### src/rtl/dcw_pkg.sv
// Shared constants and helpers for the DMA channel window bridge.
// Assumes byte-wide data and an 8-bit legacy register address space.
package dcw_pkg;
    localparam int DATA_W   = 8;
    localparam int LG_AW    = 8;
    localparam int SEQ_CW   = 3;  // width of a forward-burst length

    localparam logic [LG_AW-1:0] CTRL_LO_BASE = 8'h00;
    localparam logic [LG_AW-1:0] CTRL_HI_BASE = 8'hC0;
    localparam logic [LG_AW-1:0] PAGE_LO_BASE = 8'h80;
    localparam logic [LG_AW-1:0] PAGE_HI_BASE = 8'h88;

    // Window offsets with a decoded meaning
    localparam logic [3:0] OFF_ADDR_LO = 4'h0;
    localparam logic [3:0] OFF_ADDR_HI = 4'h1;
    localparam logic [3:0] OFF_PAGE    = 4'h2;
    localparam logic [3:0] OFF_CNT_LO  = 4'h4;
    localparam logic [3:0] OFF_CNT_HI  = 4'h5;
    localparam logic [3:0] OFF_STATUS  = 4'h8;
    localparam logic [3:0] OFF_STS_ALT = 4'h9;
    localparam logic [3:0] OFF_SMASK   = 4'hA;
    localparam logic [3:0] OFF_MODE    = 4'hB;
    localparam logic [3:0] OFF_CLEAR   = 4'hD;
    localparam logic [3:0] OFF_MASKALL = 4'hE;
    localparam logic [3:0] OFF_MASKCH  = 4'hF;

    // One forwarded legacy cycle (or a burst of them)
    typedef struct packed {
        logic              we;
        logic [LG_AW-1:0]  addr;
        logic [DATA_W-1:0] data;
        logic [SEQ_CW-1:0] cnt;
    } fwd_op_t;

    // Page-register slot for a channel within its controller
    function automatic logic [2:0] page_slot(input logic [1:0] sub);
        case (sub)
            2'd0:    page_slot = 3'd7;
            2'd1:    page_slot = 3'd3;
            2'd2:    page_slot = 3'd1;
            default: page_slot = 3'd2;
        endcase
    endfunction
endpackage

### src/rtl/dcw_chan_bank.sv
// Per-channel state: window configuration plus the locally held
// base/current address, base/current count and page byte.
// Assumes at most one local write per cycle, already decoded by the top.
module dcw_chan_bank #(
    parameter int NUM_CH = 8,
    parameter int ADDR_W = 16,
    parameter int DATA_W = 8,
    localparam int CH_W  = $clog2(NUM_CH),
    localparam int REG_W = 2 * DATA_W
) (
    input  logic              clk,
    input  logic              rst_n,
    input  logic              cfg_we,
    input  logic [CH_W-1:0]   cfg_ch,
    input  logic [ADDR_W-1:0] cfg_base,
    input  logic              cfg_en,
    input  logic              loc_we,
    input  logic [CH_W-1:0]   loc_ch,
    input  logic [3:0]        loc_off,
    input  logic [DATA_W-1:0] loc_data,
    output logic [ADDR_W-1:0] win_base [NUM_CH],
    output logic              win_en   [NUM_CH],
    output logic [REG_W-1:0]  cur_addr [NUM_CH],
    output logic [REG_W-1:0]  cur_cnt  [NUM_CH],
    output logic [DATA_W-1:0] page     [NUM_CH]
);
    import dcw_pkg::*;

    for (genvar g = 0; g < NUM_CH; g++) begin : g_ch
        logic [ADDR_W-1:0] base_q;
        logic              en_q;
        logic [REG_W-1:0]  badr_q, cadr_q, bcnt_q, ccnt_q;
        logic [DATA_W-1:0] page_q;
        logic              sel;

        assign sel = loc_we && (loc_ch == CH_W'(g));

        // Window relocation: registered so it applies from the next cycle
        always_ff @(posedge clk) begin
            if (!rst_n) begin
                base_q <= '0;
                en_q   <= 1'b0;
            end else if (cfg_we && (cfg_ch == CH_W'(g))) begin
                base_q <= cfg_base;
                en_q   <= cfg_en;
            end
        end

        // Byte writes to base registers, current copies reloaded alongside
        always_ff @(posedge clk) begin
            if (!rst_n) begin
                badr_q <= '0;
                cadr_q <= '0;
                bcnt_q <= '0;
                ccnt_q <= '0;
                page_q <= '0;
            end else if (sel) begin
                case (loc_off)
                    OFF_ADDR_LO: begin
                        badr_q <= {badr_q[REG_W-1:DATA_W], loc_data};
                        cadr_q <= {badr_q[REG_W-1:DATA_W], loc_data};
                    end
                    OFF_ADDR_HI: begin
                        badr_q <= {loc_data, badr_q[DATA_W-1:0]};
                        cadr_q <= {loc_data, badr_q[DATA_W-1:0]};
                    end
                    OFF_CNT_LO: begin
                        bcnt_q <= {bcnt_q[REG_W-1:DATA_W], loc_data};
                        ccnt_q <= {bcnt_q[REG_W-1:DATA_W], loc_data};
                    end
                    OFF_CNT_HI: begin
                        bcnt_q <= {loc_data, bcnt_q[DATA_W-1:0]};
                        ccnt_q <= {loc_data, bcnt_q[DATA_W-1:0]};
                    end
                    OFF_PAGE: page_q <= loc_data;
                    default: ;
                endcase
            end
        end

        assign win_base[g] = base_q;
        assign win_en[g]   = en_q;
        assign cur_addr[g] = cadr_q;
        assign cur_cnt[g]  = ccnt_q;
        assign page[g]     = page_q;
    end
endmodule

### src/rtl/dcw_decode.sv
// Window hit detection. A window matches on address bits above the
// 16-byte offset when enabled with a nonzero base; lowest channel wins.
module dcw_decode #(
    parameter int NUM_CH = 8,
    parameter int ADDR_W = 16,
    localparam int CH_W  = $clog2(NUM_CH)
) (
    input  logic [ADDR_W-1:0] io_addr,
    input  logic [ADDR_W-1:0] win_base [NUM_CH],
    input  logic              win_en   [NUM_CH],
    output logic              hit,
    output logic [CH_W-1:0]   hit_ch
);
    // Priority scan from the top down so the lowest match is kept last
    always_comb begin
        hit    = 1'b0;
        hit_ch = '0;
        for (int i = NUM_CH - 1; i >= 0; i--) begin
            if (win_en[i] && (win_base[i] != '0) &&
                (io_addr[ADDR_W-1:4] == win_base[i][ADDR_W-1:4])) begin
                hit    = 1'b1;
                hit_ch = CH_W'(i);
            end
        end
    end
endmodule

### src/rtl/dcw_fwd_seq.sv
// Legacy-port sequencer: issues a burst of one or more request/acknowledge
// cycles, incrementing the write data between cycles of a burst.
// Assumes start is raised only while idle and ack only while req is high.
module dcw_fwd_seq #(
    parameter int LG_AW  = 8,
    parameter int DATA_W = 8,
    parameter int CNT_W  = 3
) (
    input  logic              clk,
    input  logic              rst_n,
    input  logic              start,
    input  logic              op_we,
    input  logic [LG_AW-1:0]  op_addr,
    input  logic [DATA_W-1:0] op_data,
    input  logic [CNT_W-1:0]  op_cnt,
    input  logic              lg_ack,
    output logic              lg_req,
    output logic              lg_we,
    output logic [LG_AW-1:0]  lg_addr,
    output logic [DATA_W-1:0] lg_wdata,
    output logic              busy,
    output logic              fin
);
    logic [CNT_W-1:0] left_q;

    // Burst control: load on start, step or finish on each acknowledge
    always_ff @(posedge clk) begin
        if (!rst_n) begin
            lg_req   <= 1'b0;
            lg_we    <= 1'b0;
            lg_addr  <= '0;
            lg_wdata <= '0;
            left_q   <= '0;
        end else if (start && !lg_req) begin
            lg_req   <= 1'b1;
            lg_we    <= op_we;
            lg_addr  <= op_addr;
            lg_wdata <= op_data;
            left_q   <= op_cnt - CNT_W'(1);
        end else if (lg_req && lg_ack) begin
            if (left_q == '0) begin
                lg_req <= 1'b0;
            end else begin
                left_q   <= left_q - CNT_W'(1);
                lg_wdata <= lg_wdata + DATA_W'(1);
            end
        end
    end

    assign busy = lg_req;
    assign fin  = lg_req && lg_ack && (left_q == '0);
endmodule

### src/rtl/dma_chan_window_bridge.sv
// Top of the per-channel DMA register window bridge. Decodes CPU I/O
// strobes against eight relocatable windows, serves channel registers
// locally and forwards controller-wide accesses to the legacy port.
// Assumes single-cycle strobes, issued only while io_ready is high.
module dma_chan_window_bridge #(
    parameter int NUM_CH = 8,
    parameter int ADDR_W = 16,
    localparam int CH_W  = $clog2(NUM_CH),
    localparam int DW    = dcw_pkg::DATA_W,
    localparam int LAW   = dcw_pkg::LG_AW,
    localparam int RW    = 2 * DW
) (
    input  logic              clk,
    input  logic              rst_n,
    input  logic              cfg_we,
    input  logic [CH_W-1:0]   cfg_ch,
    input  logic [ADDR_W-1:0] cfg_base,
    input  logic              cfg_en,
    input  logic [ADDR_W-1:0] io_addr,
    input  logic [DW-1:0]     io_wdata,
    input  logic              io_wr,
    input  logic              io_rd,
    output logic              io_ready,
    output logic              io_done,
    output logic [DW-1:0]     io_rdata,
    output logic              lg_req,
    output logic              lg_we,
    output logic [LAW-1:0]    lg_addr,
    output logic [LAW-1:0]    lg_wdata,
    input  logic              lg_ack,
    input  logic [DW-1:0]     lg_rdata
);
    import dcw_pkg::*;

    logic [ADDR_W-1:0] win_base [NUM_CH];
    logic              win_en   [NUM_CH];
    logic [RW-1:0]     cur_addr [NUM_CH];
    logic [RW-1:0]     cur_cnt  [NUM_CH];
    logic [DW-1:0]     page     [NUM_CH];

    logic            hit, acc, busy, fin, loc_we;
    logic [CH_W-1:0] hit_ch;
    logic [3:0]      off;
    logic [LAW-1:0]  ctrl_base, page_base;
    logic [DW-1:0]   loc_rd;
    logic            fwd_start;
    fwd_op_t         op;

    assign off      = io_addr[3:0];
    assign io_ready = !busy;
    assign acc      = (io_wr || io_rd) && io_ready && hit;

    dcw_decode #(.NUM_CH(NUM_CH), .ADDR_W(ADDR_W)) u_dec (
        .io_addr (io_addr),
        .win_base(win_base),
        .win_en  (win_en),
        .hit     (hit),
        .hit_ch  (hit_ch)
    );

    // Channel-local writes: address, count and page bytes
    always_comb begin
        loc_we = acc && io_wr &&
                 ((off == OFF_ADDR_LO) || (off == OFF_ADDR_HI) ||
                  (off == OFF_CNT_LO)  || (off == OFF_CNT_HI)  ||
                  (off == OFF_PAGE));
    end

    dcw_chan_bank #(.NUM_CH(NUM_CH), .ADDR_W(ADDR_W), .DATA_W(DW)) u_bank (
        .clk     (clk),
        .rst_n   (rst_n),
        .cfg_we  (cfg_we),
        .cfg_ch  (cfg_ch),
        .cfg_base(cfg_base),
        .cfg_en  (cfg_en),
        .loc_we  (loc_we),
        .loc_ch  (hit_ch),
        .loc_off (off),
        .loc_data(io_wdata),
        .win_base(win_base),
        .win_en  (win_en),
        .cur_addr(cur_addr),
        .cur_cnt (cur_cnt),
        .page    (page)
    );

    // Controller and page base chosen by the channel's upper half
    assign ctrl_base = hit_ch[CH_W-1] ? CTRL_HI_BASE : CTRL_LO_BASE;
    assign page_base = hit_ch[CH_W-1] ? PAGE_HI_BASE : PAGE_LO_BASE;

    // Forwarding decode: which legacy burst an accepted access becomes
    always_comb begin
        fwd_start = 1'b0;
        op.we     = 1'b1;
        op.addr   = ctrl_base + LAW'(off);
        op.data   = io_wdata;
        op.cnt    = SEQ_CW'(1);
        if (acc && io_wr) begin
            case (off)
                OFF_PAGE: begin
                    fwd_start = 1'b1;
                    op.addr   = page_base + LAW'(page_slot(hit_ch[1:0]));
                end
                OFF_STATUS, OFF_STS_ALT, OFF_SMASK, OFF_MODE, OFF_CLEAR:
                    fwd_start = 1'b1;
                OFF_MASKALL: begin
                    fwd_start = 1'b1;
                    op.addr   = ctrl_base + LAW'(OFF_SMASK);
                    op.data   = '0;
                    op.cnt    = SEQ_CW'(4);
                end
                OFF_MASKCH: begin
                    fwd_start = 1'b1;
                    op.addr   = ctrl_base + LAW'(OFF_SMASK);
                    op.data   = {io_wdata[DW-3:0], hit_ch[1:0]};
                end
                default: ;
            endcase
        end else if (acc && io_rd && (off == OFF_STS_ALT)) begin
            fwd_start = 1'b1;
            op.we     = 1'b0;
            op.addr   = ctrl_base + LAW'(OFF_STATUS);
        end
    end

    dcw_fwd_seq #(.LG_AW(LAW), .DATA_W(DW), .CNT_W(SEQ_CW)) u_seq (
        .clk     (clk),
        .rst_n   (rst_n),
        .start   (fwd_start),
        .op_we   (op.we),
        .op_addr (op.addr),
        .op_data (op.data),
        .op_cnt  (op.cnt),
        .lg_ack  (lg_ack),
        .lg_req  (lg_req),
        .lg_we   (lg_we),
        .lg_addr (lg_addr),
        .lg_wdata(lg_wdata),
        .busy    (busy),
        .fin     (fin)
    );

    // Local read mux for the hit channel
    always_comb begin
        case (off)
            OFF_ADDR_LO: loc_rd = cur_addr[hit_ch][DW-1:0];
            OFF_ADDR_HI: loc_rd = cur_addr[hit_ch][RW-1:DW];
            OFF_PAGE:    loc_rd = page[hit_ch];
            OFF_CNT_LO:  loc_rd = cur_cnt[hit_ch][DW-1:0];
            OFF_CNT_HI:  loc_rd = cur_cnt[hit_ch][RW-1:DW];
            default:     loc_rd = '1;
        endcase
    end

    // Completion pulse and read data for local and forwarded accesses
    always_ff @(posedge clk) begin
        if (!rst_n) begin
            io_done  <= 1'b0;
            io_rdata <= '1;
        end else begin
            io_done <= (acc && !fwd_start) || fin;
            if (acc && !fwd_start) begin
                io_rdata <= loc_rd;
            end else if (fin) begin
                io_rdata <= lg_rdata;
            end
        end
    end
endmodule

### config.mk
export PLATFORM = sky130hd
export DESIGN_NAME = dma_chan_window_bridge
export DESIGN_NICKNAME = d
export VERILOG_FILES = /design/src/rtl/dcw_pkg.sv /design/src/rtl/dcw_chan_bank.sv /design/src/rtl/dcw_decode.sv /design/src/rtl/dcw_fwd_seq.sv /design/src/rtl/dma_chan_window_bridge.sv
export SDC_FILE = /design/constraint.sdc
export NUM_CORES = 2
export LEC_CHECK = 0
export BUFFER_PORTS_ARGS = -buffer_cell sky130_fd_sc_hd__buf_2
export CORE_MARGIN = 4
export CORE_UTILIZATION = 35
export CTS_CLUSTER_SIZE = 30
export DETAILED_ROUTE_END_ITERATION = 7
export PLACE_DENSITY_LB_ADDON = 0.2
export SYNTH_ARGS = -nofsm -noshare
export SYNTH_HDL_FRONTEND = slang
export SYNTH_SLANG_ARGS = --single-unit
### constraint.sdc
create_clock -name clk -period 4.8 [get_ports clk]
set_input_delay 0.72 -clock clk [delete_from_list [all_inputs] [get_ports clk]]
set_output_delay 0.72 -clock clk [all_outputs]
set_load 0.02 [all_outputs]
Word level (Yosys, flattened, before mapping)
Cells that the tools add are included.
Cells by class
  $add $sub $neg: 7
  multiply operators: 0
  div/mod/pow operators: 0
  order comparisons: 1
  equal/unequal tests: 36
  shift operators: 0
  muxes and demuxes: 70
  bitwise gates (word level): 5
  reductions and logical operators: 128
Operators with widths (number)
  $pmux W16 S2: 18
  $reduce_bool A16 Y1: 8
  $bmux W16 S3: 2
  $eq A12 B12 Y1: 8
  $reduce_and A3 Y1: 32
  $mux W8: 9
  $mux W16: 4
  $reduce_and A2 Y1: 26
  $logic_and A1 B1 Y1: 42
  $mux W3: 14
  $pmux W8 S5: 1
  $pmux W8 S2: 2
  $eq A4 B4 Y1 const B: 7
  $bmux W8 S3: 1
  $eq A3 B3 Y1 const B: 8
  $add A8 B4 Y8 const B: 2
  $mux W1: 15
  $eq A3 B2 Y1 const B: 4
  $mux W11: 1
  $reduce_bool A2 Y1: 5
  $logic_not A3 Y1: 3
  $mux W9: 1
  $pmux W3 S3: 1
  $add A8 B1 Y8 const B: 1
  other kinds (20): 32
Storage, ports and cells
  register bits: 742
  bits in latches: 0
  memory bits (writable): 0
  ROM bits: 0
  input port bits: 58
  output and inout port bits: 28
  word-level logic and storage cells: 326
  memories: 0

Depth between registers and ports, before layout
  depth after elaboration: 19
  mapped depth: 17

Modules after synthesis
From an unflattened synthesis, not the netlist that was laid out.
Unflattened totals
  cells, all modules: 3774
  area, all modules: 33419.6 µm²
By module, submodules not included
  dcw_chan_bank: times used 1, cells each 3137, area an instance 27580.2 µm², sequential area each 14253.7 µm²
  dma_chan_window_bridge: times used 1, cells each 315, area an instance 3311.9 µm², sequential area each 180.2 µm²
  dcw_decode: times used 1, cells each 203, area an instance 1535.2 µm², sequential area each 0.0 µm²
  dcw_fwd_seq: times used 1, cells each 119, area an instance 992.2 µm², sequential area each 420.4 µm²

Worst setup path before layout
OpenSTA, ideal clock, no wires.
  path type: in2reg
  start point: input io_addr[6]
  end point: register io_rdata[5]
  arrival: 3.822 ns
  required time: 4.685 ns
  slack: 0.864 ns
  stages: 12
  buffers on the path: 2
  cells stage by stage: buf_2 > xor2_1 > or4b_1 > or2_4 > a221oi_4 > o21a_1 > buf_6 > mux2_4 > a221o_1 > a211o_1 > a311o_1 > o21a_1
On the way
  word-level cells in the longest chain between the ends: 18
  elaborated cells on any way between the ends: 53
Ends and longest elaborated chain
  start, declared: RTL line dma_chan_window_bridge.sv:19  | input logic [ADDR_W-1:0] io_addr,
  parallel branches: the longest is 18 deep, another holds $bmux W16 S3
  end signal, assigned: RTL line dma_chan_window_bridge.sv:163  | io_rdata <= loc_rd;
  end signal, assigned: RTL line dma_chan_window_bridge.sv:165  | io_rdata <= lg_rdata;
  end, declared: RTL line dma_chan_window_bridge.sv:25  | output logic [DW-1:0] io_rdata,
Parallel ways; which one is timed is not known. The select of a mux whose other input is x is not followed.
A chain may end at the register's enable or synchronous reset.

Final worst setup path
  start point: register u_bank.g_ch[5].base_q[7]
  end point: register io_rdata[3]
On the way
  word-level cells in the longest chain between the ends: 17
  elaborated cells on any way between the ends: 37
Ends and longest elaborated chain
  start, declared: RTL line dcw_chan_bank.sv:30  | logic [ADDR_W-1:0] base_q;
  start signal, assigned: RTL line dcw_chan_bank.sv:44  | base_q <= cfg_base;
  $reduce_bool A16 Y1: RTL line dcw_decode.sv:19  | if (win_en[i] && (win_base[i] != '0) &&
  $logic_and A1 B1 Y1: RTL line dcw_decode.sv:19
  $logic_and A1 B1 Y1 (*): RTL line dcw_decode.sv:19
  parallel branches: the longest is 14 deep, another holds $bmux W16 S3
Every way passes the cells marked *. The select of a mux whose other input is x is not followed.

==> flow_summary.ini <==
[sta]
rsz0062_at_grt = false
max_slew_margin_pct = 18.6
period_needed_ps = 4540
hold_viol_final = 0
fin_setup_tns_ps = 0
post-route-period-util_pct = 94.6
fin_skew_ps = 37.8
fmaxAchievable_mhz = 220
slew_violations = 0
tightest_slew_ps = 1210
setup_viol = 0

[worst_setup_path]
crit_required_ps = 5310
cp-startpoint = u_bank.g_ch[5].base_q[7]
critical_path.endpoint_type = flop
timing.rr.start = u_bank.g_ch[5].base_q[7]
worstPathArrival_ps = 5060
worstSetupPathType = flop to flop
cp_max_fo = 14
cp-start-kind = flop

[clocking]
path_clk_slew_ps = 60
cts_root_buffer = clkbuf_16
cts_tree = yes
h-tree-depth = 3
clock_latency_ps = 680
post_cts_resized = 0
cts_setup_buffers = 0
ctsHoldBuffers = 0
cts.sinks = 740
clockBufferDepth = 3
cts_buffers = 85

[finish]
final_util_pct = 40.7
fin_cells = 5447
drive_gt1_share_pct = 11.6
syn2layout_area_growth_pct = 15.0
layout_commonest_cell = nand2_1
fin_nets = 4181
stdcell_area_um2 = 38000
final_cell_mix = 771 x nand2_1, 740 x dfxtp_1, 630 x a21oi_1

[global_route]
gr-usage-all-layers_pct = 26.0
grt_pass1_vias = 28674
antenna_found_initial = 2
grt_overflow = 0
grt_pass1_wl_um = 196000
grt_start_max_net_pins = 131

[synth]
ys_ff_latch = 740
ys.flop_type = dfxtp_1
synth-edff-count = 0
yosysUniqueCellTypes = 89
synth.largest_area_cell = dfxtp_1
synthCells = 4138
synth.area.top_cells = dfxtp_1 45%, a21oi_1 9.6%, nand2_1 8.8%, nor2_1 6.0%, a211oi_1 5.6%
avgSynthCellArea_um2 = 7.99
ys_warn_count = 0
synth_sequential_area_ratio_pct = 44.8
synth.cell_area_um2 = 33100
synth-async-reset-ratio_pct = 0
yosys.area.top_type_share_pct = 44.8

[detailed_routing]
detail-route-antenna-nets = 0
vias = 30818
route.detailed.drc = 0
first_pass_iters = 5
via_per_inst = 5.66
wl_per_cell_um = 24.4
wl_um = 133000
initialDrtViolationCount = 3389

[placed_design]
port_buffers = 83
placed_area_um2 = 35200
dp_cells = 5288
gp_congestion = 0.947
dp_hpwl_um = 89400

[pwr]
pwr-share-comb_pct = 4.7
ir_worst_vdd_uv = 281
swShare_pct = 24.5
p_sw_w = 0.00329
clkPwrFrac_pct = 49.3
p_int_w = 0.0102
leakage_nw = 13.6
finalPower_w = 0.0134
power.density_nw_per_um2 = 354
seqPwrFrac_pct = 46.0

[die]
die_w_um = 315
ios = 86
initial_core_util_pct = 35.4
dieArea_um2 = 99400
die_y_um = 315
rows = 112
core_um2 = 93500

[outcome]
status = finished, final reports clean

[flow_run]
cap_violations = 0

[min_path]
hold_path.class = input port to flop
worstHoldStart = cfg_base[6]
## path summary, 6_finish.rpt
kind | to | slack, ps | cells after the start
setup / recovery | io_rdata[3] | 260 | 12
hold / removal | u_bank.g_ch[3].base_q[6] | 440 | 3
setup reg to reg | io_rdata[3] | 260 | 12
hold reg to reg | u_bank.g_ch[5].badr_q[13] | 450 | 2
## power groups by stage
stage,registers (W),logic [W],clock network [W]
6_report,0.00619,0.000630,0.00663
3_3_place_gp,0.00633,0.000624,0
2_1_floorplan,0.00632,0.000388,0
3_5_place_dp,0.00632,0.000618,0
4_1_cts,0.00619,0.000620,0.00674
5_1_grt,0.00619,0.000669,0.00697
## logic make-up (layout without fill, tap and decap cells)
logic type | count (synthesis) | after routing | share of synthesized area [%]
compound gates | 1136 | 1136 | 21.2
fa+ha+maj | 2 | 2 | 0.0757
mux | 147 | 147 | 4.70
other cells | 1 | 4 | 0.0113
xor+xnor | 103 | 103 | 2.77
flops | 740 | 740 | 44.8
simple gates | 1645 | 1645 | 21.7
buf+inv | 364 | 416 | 4.71
## through the flow
stage          hold slack [ps]  setup slack, ps
6_report                   443              257
5_1_grt                    429              164
4_1_cts                    385              458
3_5_place_dp               444             35.4
3_3_place_gp               437             91.4
2_1_floorplan              429              864
## Yosys cell counts, types with 6 or more instances
library cell and number:
nand2_1 772, dfxtp_1 740, a21oi_1 631, nor2_1 527
a211oi_1 248, clkbuf_1 222, mux2i_1 129, nand3_1 85
xor2_1 72, a22oi_1 68, buf_2 60, nor4_1 49
o21ai_0 41, buf_1 40, nor3_1 34, nand4_1 33
xnor2_1 29, and2_1 22, and3_1 22, o211ai_1 22
o221ai_1 18, o211a_1 16, clkbuf_2 15, o22ai_1 15
nor3_2 13, mux2_2 12, nand2b_1 10, and2_0 9
buf_4 9, inv_1 9, a211o_1 8, a31oi_1 8
nor4b_1 8, and4_1 7, buf_6 7, nor3_4 7
a221o_1 6, a221oi_1 6, and4b_1 6, nor2_2 6
## area by class of cell
cell class	instances	area [um^2]
Multi-Input combinational cell	3035	16800
Inverter	10	45.0
Sequential cell	740	14800
Timing Repair Buffer	249	1890
Antenna cell	2	5.00
Tap cell	1254	1570
Fill cell	9645	55500
Clock buffer	123	2490
Clock inverter	34	349
## layer usage
metal | GRT usage [%] | vias to the layer above | share of wire [%]
li1 | - | 14455 | -
met1 | 36.3 | 14734 | 44
met2 | 40.3 | 1350 | 44
met3 | 4.02 | 279 | 8.1
met4 | 10.5 | 0 | 4.3
met5 | 0 | - | 0
## critical path, stage by stage, from the launching register on
cell and delay [ps]:
dfxtp_1 340, nor4_1 370, nand4_1 240, and3_1 230
and4_1 300, nor4_4 780, nor2_4 230, buf_12 240
nand3_1 360, o22ai_1 130, or4_1 560, nor4_1 430
a22oi_1 130
## registers in the layout (all words and copies together), names as in the netlist
register / flops
io_done: 1
io_rdata: 8
u_bank.g_ch.badr_q: 128
u_bank.g_ch.base_q: 128
u_bank.g_ch.bcnt_q: 128
u_bank.g_ch.cadr_q: 128
u_bank.g_ch.ccnt_q: 128
u_bank.g_ch.en_q: 8
u_bank.g_ch.page_q: 64
u_seq.busy: 1
u_seq.left_q: 3
u_seq.lg_addr: 6
u_seq.lg_wdata: 8
u_seq.lg_we: 1
Power figures use the tool's default switching activity.
